`src/rtl/i2c_rate_pkg.sv`:
```
package i2c_rate_pkg;
  typedef enum logic [1:0] {
    ST_IDLE,
    ST_LOAD,
    ST_DIVIDE,
    ST_SCORE
  } rs_state_e;
endpackage

```
`src/rtl/i2c_rate_term.sv`:
```
// Divisor for one candidate: rate * 2 * cand, exact width
module i2c_rate_term #(
  parameter int unsigned FREQ_W = 32,
  parameter int unsigned CAND_W = 4,
  parameter int unsigned DEN_W  = 37
) (
  input  logic [FREQ_W-1:0] rate_i,
  input  logic [CAND_W-1:0] cand_i,
  output logic [DEN_W-1:0]  den_o
);
  always_comb begin
    den_o = DEN_W'(rate_i) * DEN_W'({cand_i, 1'b0});
  end
endmodule

```
`src/rtl/i2c_rate_divider.sv`:
```
// Restoring divider, one quotient bit per clock
module i2c_rate_divider #(
  parameter int unsigned DVD_W = 32,
  parameter int unsigned DSR_W = 37
) (
  input  logic             clk_i,
  input  logic             rst_ni,
  input  logic             load_i,
  input  logic [DVD_W-1:0] dividend_i,
  input  logic [DSR_W-1:0] divisor_i,
  output logic [DVD_W-1:0] quotient_o,
  output logic             last_o
);
  localparam int unsigned CNT_W = $clog2(DVD_W + 1);

  logic [DSR_W:0]   rem_q;
  logic [DVD_W-1:0] quo_q;
  logic [DSR_W-1:0] dsr_q;
  logic [CNT_W-1:0] cnt_q;
  logic [DSR_W:0]   rem_shift;
  logic [DSR_W:0]   rem_trial;
  logic             fits;

  always_comb begin
    rem_shift = {rem_q[DSR_W-1:0], quo_q[DVD_W-1]};
    rem_trial = rem_shift - {1'b0, dsr_q};
    fits      = rem_shift >= {1'b0, dsr_q};
  end

  always_ff @(posedge clk_i or negedge rst_ni) begin
    if (!rst_ni) begin
      rem_q <= '0;
      quo_q <= '0;
      dsr_q <= '0;
      cnt_q <= '0;
    end else if (load_i) begin
      rem_q <= '0;
      quo_q <= dividend_i;
      dsr_q <= divisor_i;
      cnt_q <= CNT_W'(DVD_W);
    end else if (cnt_q != '0) begin
      rem_q <= fits ? rem_trial : rem_shift;
      quo_q <= {quo_q[DVD_W-2:0], fits};
      cnt_q <= cnt_q - 1'b1;
    end
  end

  assign quotient_o = quo_q;
  assign last_o     = (cnt_q == CNT_W'(1));
endmodule

```
`src/rtl/i2c_rate_score.sv`:
```
// Clamp, error and decision for one candidate
module i2c_rate_score #(
  parameter int unsigned FREQ_W  = 32,
  parameter int unsigned DEN_W   = 37,
  parameter int unsigned PRE_W   = 17,
  parameter int unsigned PRE_MAX = 65536
) (
  input  logic [FREQ_W-1:0] src_i,
  input  logic [DEN_W-1:0]  den_i,
  input  logic [FREQ_W-1:0] quo_i,
  input  logic [FREQ_W-1:0] best_err_i,
  input  logic              cand_last_i,
  output logic [PRE_W-1:0]  pre_o,
  output logic [FREQ_W-1:0] err_o,
  output logic              take_o,
  output logic              stop_o
);
  localparam int unsigned PROD_W = DEN_W + PRE_W;

  logic [PROD_W-1:0] prod;
  logic [PROD_W-1:0] diff;
  logic              clamped;

  always_comb begin
    clamped = quo_i > FREQ_W'(PRE_MAX);
    pre_o   = clamped ? PRE_W'(PRE_MAX) : quo_i[PRE_W-1:0];
    prod    = PROD_W'(den_i) * PROD_W'(pre_o);
    diff    = PROD_W'(src_i) - prod;
    err_o   = diff[FREQ_W-1:0];
    take_o  = (err_o < best_err_i) || (best_err_i == '0);
    stop_o  = (err_o == '0) || (pre_o >= PRE_W'(PRE_MAX)) || cand_last_i;
  end
endmodule

```
`src/rtl/i2c_rate_search.sv`:
```
module i2c_rate_search
  import i2c_rate_pkg::*;
#(
  parameter int unsigned FREQ_W  = 32,
  parameter int unsigned CAND_HI = 9,
  parameter int unsigned CAND_LO = 2,
  parameter int unsigned PRE_MAX = 65536,
  localparam int unsigned PRE_OUT_W = $clog2(PRE_MAX),
  localparam int unsigned FIELD_W   = $clog2(CAND_HI - CAND_LO + 1)
) (
  input  logic                 clk_i,
  input  logic                 rst_ni,
  input  logic                 start_i,
  input  logic [FREQ_W-1:0]    src_hz_i,
  input  logic [FREQ_W-1:0]    rate_hz_i,
  output logic                 busy_o,
  output logic                 done_o,
  output logic                 err_o,
  output logic [PRE_OUT_W-1:0] prescale_o,
  output logic [FIELD_W-1:0]   scl_high_o,
  output logic [FIELD_W-1:0]   scl_low_o
);
  localparam int unsigned CAND_W = $clog2(CAND_HI + 1);
  localparam int unsigned STEP_W = $clog2(2 * CAND_HI + 1);
  localparam int unsigned DEN_W  = FREQ_W + STEP_W;
  localparam int unsigned PRE_W  = $clog2(PRE_MAX + 1);

  rs_state_e         state_q;
  logic [CAND_W-1:0] cand_q;
  logic [FREQ_W-1:0] src_q;
  logic [FREQ_W-1:0] rate_q;
  logic [PRE_W-1:0]  best_pre_q;
  logic [CAND_W-1:0] best_cand_q;
  logic [FREQ_W-1:0] best_err_q;

  logic                 done_q;
  logic                 err_q;
  logic [PRE_OUT_W-1:0] pre_out_q;
  logic [FIELD_W-1:0]   high_q;
  logic [FIELD_W-1:0]   low_q;

  logic [DEN_W-1:0]  den_w;
  logic [FREQ_W-1:0] quo_w;
  logic              div_last;
  logic              div_load;
  logic [PRE_W-1:0]  sc_pre;
  logic [FREQ_W-1:0] sc_err;
  logic              sc_take;
  logic              sc_stop;
  logic              cand_last;
  logic [PRE_W-1:0]  fin_pre;
  logic [CAND_W-1:0] fin_cand;

  i2c_rate_term #(
    .FREQ_W(FREQ_W),
    .CAND_W(CAND_W),
    .DEN_W (DEN_W)
  ) u_term (
    .rate_i(rate_q),
    .cand_i(cand_q),
    .den_o (den_w)
  );

  assign div_load = (state_q == ST_LOAD);

  i2c_rate_divider #(
    .DVD_W(FREQ_W),
    .DSR_W(DEN_W)
  ) u_div (
    .clk_i     (clk_i),
    .rst_ni    (rst_ni),
    .load_i    (div_load),
    .dividend_i(src_q),
    .divisor_i (den_w),
    .quotient_o(quo_w),
    .last_o    (div_last)
  );

  assign cand_last = (cand_q == CAND_W'(CAND_LO));

  i2c_rate_score #(
    .FREQ_W (FREQ_W),
    .DEN_W  (DEN_W),
    .PRE_W  (PRE_W),
    .PRE_MAX(PRE_MAX)
  ) u_score (
    .src_i      (src_q),
    .den_i      (den_w),
    .quo_i      (quo_w),
    .best_err_i (best_err_q),
    .cand_last_i(cand_last),
    .pre_o      (sc_pre),
    .err_o      (sc_err),
    .take_o     (sc_take),
    .stop_o     (sc_stop)
  );

  always_comb begin
    fin_pre  = sc_take ? sc_pre : best_pre_q;
    fin_cand = sc_take ? cand_q : best_cand_q;
  end

  always_ff @(posedge clk_i or negedge rst_ni) begin
    if (!rst_ni) begin
      state_q     <= ST_IDLE;
      cand_q      <= CAND_W'(CAND_HI);
      src_q       <= '0;
      rate_q      <= '0;
      best_pre_q  <= '0;
      best_cand_q <= CAND_W'(CAND_HI);
      best_err_q  <= '0;
      done_q      <= 1'b0;
      err_q       <= 1'b0;
      pre_out_q   <= '0;
      high_q      <= '0;
      low_q       <= '0;
    end else begin
      done_q <= 1'b0;
      case (state_q)
        ST_IDLE: begin
          if (start_i) begin
            if (rate_hz_i == '0) begin
              done_q    <= 1'b1;
              err_q     <= 1'b1;
              pre_out_q <= '0;
              high_q    <= '0;
              low_q     <= '0;
            end else begin
              src_q       <= src_hz_i;
              rate_q      <= rate_hz_i;
              cand_q      <= CAND_W'(CAND_HI);
              best_pre_q  <= '0;
              best_cand_q <= CAND_W'(CAND_HI);
              best_err_q  <= '0;
              state_q     <= ST_LOAD;
            end
          end
        end
        ST_LOAD: state_q <= ST_DIVIDE;
        ST_DIVIDE: begin
          if (div_last) state_q <= ST_SCORE;
        end
        ST_SCORE: begin
          if (sc_take) begin
            best_pre_q  <= sc_pre;
            best_cand_q <= cand_q;
            best_err_q  <= sc_err;
          end
          if (sc_stop) begin
            state_q <= ST_IDLE;
            done_q  <= 1'b1;
            if (fin_pre == '0) begin
              err_q     <= 1'b1;
              pre_out_q <= '0;
              high_q    <= '0;
              low_q     <= '0;
            end else begin
              err_q     <= 1'b0;
              pre_out_q <= PRE_OUT_W'(fin_pre - 1'b1);
              high_q    <= FIELD_W'(fin_cand - CAND_W'(CAND_LO));
              low_q     <= FIELD_W'(fin_cand - CAND_W'(CAND_LO));
            end
          end else begin
            cand_q  <= cand_q - 1'b1;
            state_q <= ST_LOAD;
          end
        end
        default: state_q <= ST_IDLE;
      endcase
    end
  end

  assign busy_o     = (state_q != ST_IDLE);
  assign done_o     = done_q;
  assign err_o      = err_q;
  assign prescale_o = pre_out_q;
  assign scl_high_o = high_q;
  assign scl_low_o  = low_q;
endmodule

```
`config.mk`:
```
export PLATFORM = sky130hd
export DESIGN_NAME = i2c_rate_search
export DESIGN_NICKNAME = d
export VERILOG_FILES = /design/src/rtl/i2c_rate_pkg.sv /design/src/rtl/i2c_rate_term.sv /design/src/rtl/i2c_rate_divider.sv /design/src/rtl/i2c_rate_score.sv /design/src/rtl/i2c_rate_search.sv
export SDC_FILE = /design/constraint.sdc
export NUM_CORES = 2
export LEC_CHECK = 0
export BUFFER_PORTS_ARGS = -buffer_cell sky130_fd_sc_hd__buf_4
export CORE_ASPECT_RATIO = 2
export CORE_MARGIN = 2
export CORE_UTILIZATION = 49
export CTS_BUF_LIST = sky130_fd_sc_hd__clkbuf_4 sky130_fd_sc_hd__clkbuf_8
export DETAILED_ROUTE_END_ITERATION = 8
export PLACE_DENSITY = 0.75
export SLEW_MARGIN = 10
export SYNTH_ARGS = -nofsm -noshare
export SYNTH_HDL_FRONTEND = slang
export SYNTH_SLANG_ARGS = --single-unit
```
`constraint.sdc`:
```
create_clock -name clk_i -period 33.6 [get_ports clk_i]
set_input_delay 3.36 -clock clk_i [delete_from_list [all_inputs] [get_ports clk_i]]
set_output_delay 3.36 -clock clk_i [all_outputs]
set_load 0.02 [all_outputs]
```
==> run_results.csv <==
group,metric,value,unit
run_status,status,"finished, final reports clean",
timing,timing.fmax,62.1,MHz
logic_synthesis,synth_area_leaders,"fa_1 24%, dfrtp_1 21%, ha_1 8.8%",
setup_path,crit_top_cell,"fa_1",
die,die_h,354,um
die,boundaryPins,92,
logic_synthesis,synth_seq_cells,254,
logic_synthesis,yosys.area.top_type,"fa_1",
routing,first_iter_violations,1431,
global_route,grt_start_max_net_pins,153,
logic_synthesis,yosys_warnings,0,
global_route,overflow,0,
place,io_buffers,91,
logic_synthesis,synth_nets,3980,
routing,vias_per_cell,5.91,
clock_tree,worstSkewPairLatency,0.64,ns
clock_tree,clk_pin_slew_worst_paths,0.07,ns
die,die_w,179,um
logic_synthesis,synth-edff-count,0,
die,start_util,0.495,
routing,drcViolationCount,0,
final_layout,fillCellCount,5479,
setup_path,cp_max_fo,37,
clock_tree,clock_sinks,254,
timing,maxSlewViolCount,0,
logic_synthesis,syn-cell-area,30000,um2
logic_synthesis,syn_inst,3335,
routing,routedWlPerCell,21.6,um
setup_path,critPathMaxStageDelay,0.92,ns
routing,routed-via-count,24657,
setup_path,critical_path_class,"reg2reg",
final_layout,area_growth,8.19,%
clock_tree,post_cts_buffers,0,
logic_synthesis,synthTopCellsByCount,"428 x nand2_1, 419 x inv_1, 366 x fa_1",
timing,setup_viol_count_final,0,
clock_tree,hold_buffers,0,
setup_path,cp.arrival,16.61,ns
timing,period_minus_slack,16.10,ns
routing,ant_nets,0,
place,place_congestion,0.963,
logic_synthesis,netlist.area_leader.share,0.244,
clock_tree,htree_levels,2,
place,post-place-ws,17.72,ns
logic_synthesis,yosysMostFrequentCell,"nand2_1",
setup_path,r2r_cells,57,
timing,layout_setup_ws,17.50,ns
run,maxCapViolCount,0,
setup_path,start_kind,"flip-flop",
timing,rsz0062_at_grt,"false",
die,core.rowCount,128,
routing,routed_wl,90100,um
timing,whs,0.486,ns
final_layout,drive_above_1_share,0.0958,
global_route,track_usage,0.296,
hold_path,hold_depth,2,
place,hpwlAfterDp,70000,um
timing,hold_viol_final,0,
setup_path,cpMaxStageDelayCell,"dfstp_2",
logic_synthesis,synth_cell_types,79,
clock_tree,cts_tree,"done",
clock_tree,cts_inserted_buffers,41,
logic_synthesis,seq_area_frac_synth,0.212,
timing,tightest_slew,1.20,ns
clock_tree,clk_path_buf_depth,3,
timing,setup-tns-final,0,ns
global_route,antenna_found_initial,3,
logic_synthesis,syn_area_per_cell,9.01,um2
logic_synthesis,async_flop_share,1.00,
timing,finClkSkew,0.0495,ns
global_route,grt_pass1_vias,26407,
routing,drt-pass1-iter-count,6,
die,core_area,60700,um2
clock_tree,clockRootBuffer,"clkbuf_8",
setup_path,required,34.11,ns
timing,fin_crit_sh,0.479,
logic_synthesis,ys.flop_type,"dfrtp_1",
timing,slew_headroom,0.191,
hold_path,hp-class,"reg2reg",
die,dieArea,63400,um2
clock_tree,post_cts_resized,0,
global_route,grt_pass1_wl,143000,um
final_layout,final_nets,4011,
setup_path,crit_path_end_kind,"flip-flop",
-- metal layers --
metal	share of wire	routed length (um)	GRT usage	vias up
met5	0.00014	13	0	-
met4	0.097	8770	0.232	2
met3	0.060	5400	0.0406	472
met2	0.52	46400	0.520	1024
met1	0.33	29500	0.313	12152
li1	-	-	-	11007
-- state kept, by name, summed over array words and instances, names as in the netlist, 16 cells and up --
register	flops
best_pre_q	17
u_div.rem_q	37
u_div.dsr_q	36
rate_q	32
src_q	32
u_div.quotient_o	32
prescale_o	16
best_err_q	32
-- cell type report --
| cell class | instances | area (um2) | share of cell area |
|---|---|---|---|
| Clock inverter | 11 | 139 | 0.00427 |
| Multi-Input combinational cell | 2510 | 21600 | 0.665 |
| Clock buffer | 60 | 763 | 0.0235 |
| Tap cell | 780 | 976 | 0.0300 |
| Antenna cell | 1 | 2.50 | 0.0000770 |
| Inverter | 419 | 1570 | 0.0484 |
| Timing Repair Buffer | 140 | 1070 | 0.0330 |
| Sequential cell | 254 | 6360 | 0.196 |
-- worst max-delay path, delay by kind of cell, from the launching register on --
kind            cells  cell delay, ns
fa+ha+maj          13            5.73
compound gates     17            3.91
xor+xnor            6            2.22
simple gates       11            1.95
flops               1            0.92
mux                 3            0.65
buf+inv             7            0.60
-- worst paths after layout --
path                                                 start                               to  slack, ns
worst max-delay path                 cand_q[3]$_DFFE_PN1P_       prescale_o[14]$_DFFE_PN0P_      17.50
worst min-delay path            best_pre_q[11]$_DFFE_PN0P_       best_pre_q[11]$_DFFE_PN0P_       0.49
worst max register to register       cand_q[3]$_DFFE_PN1P_       prescale_o[14]$_DFFE_PN0P_      17.50
worst min register to register  best_pre_q[11]$_DFFE_PN0P_       best_pre_q[11]$_DFFE_PN0P_       0.49
max in group asynchronous                           rst_ni  u_div.quotient_o[9]$_DFFE_PN0P_      29.43
min in group asynchronous                           rst_ni      u_div.dsr_q[36]$_DFFE_PN0P_       2.81
-- cell usage in the layout, fill, tap and decap left out, types with 10 or more instances in the layout --
cell type and n:
clkbuf_8 50, dfrtp_1 251, inv_1 419, and3_1 67
a22o_1 49, and2_1 86, or3_1 15, o21ai_0 158
o21bai_1 21, a21o_1 71, a211oi_1 44, xnor2_1 94
o21a_1 22, nor2b_1 20, buf_4 138, nand4_1 24
nor3_1 63, mux2i_1 50, xor2_1 54, nand3_1 25
a21oi_1 120, nand2_1 428, clkbuf_4 10, fa_1 366
ha_1 211, nor4_1 25, mux2_2 70, nand2b_1 19
nor2_1 267
-- per-stage QoR --
step / instances / utilization / cell area, um2
finish: 4175 / 0.535 / 32500
global route: 4175 / 0.535 / 32500
CTS: 4174 / 0.535 / 32500
detailed placement: 4103 / 0.520 / 31600
global placement: 4103 / 0.520 / 31600
floorplan: 3335 / - / 30000
-- cell families (layout without fill, tap and decap cells) --
kind of cell    count (synthesis)  count (layout)  share of synthesized area
compound gates                576             576                      0.126
xor+xnor                      162             162                     0.0505
fa+ha+maj                     578             578                      0.332
buf+inv                       571             630                     0.0729
flops                         254             254                      0.212
mux                           120             120                     0.0429
other cells                     0               1                          0
simple gates                 1074            1074                      0.164
Power is left out: the tool's default activity adds up to more than one toggle a clock period on the data nets, which glitch-free logic cannot reach.
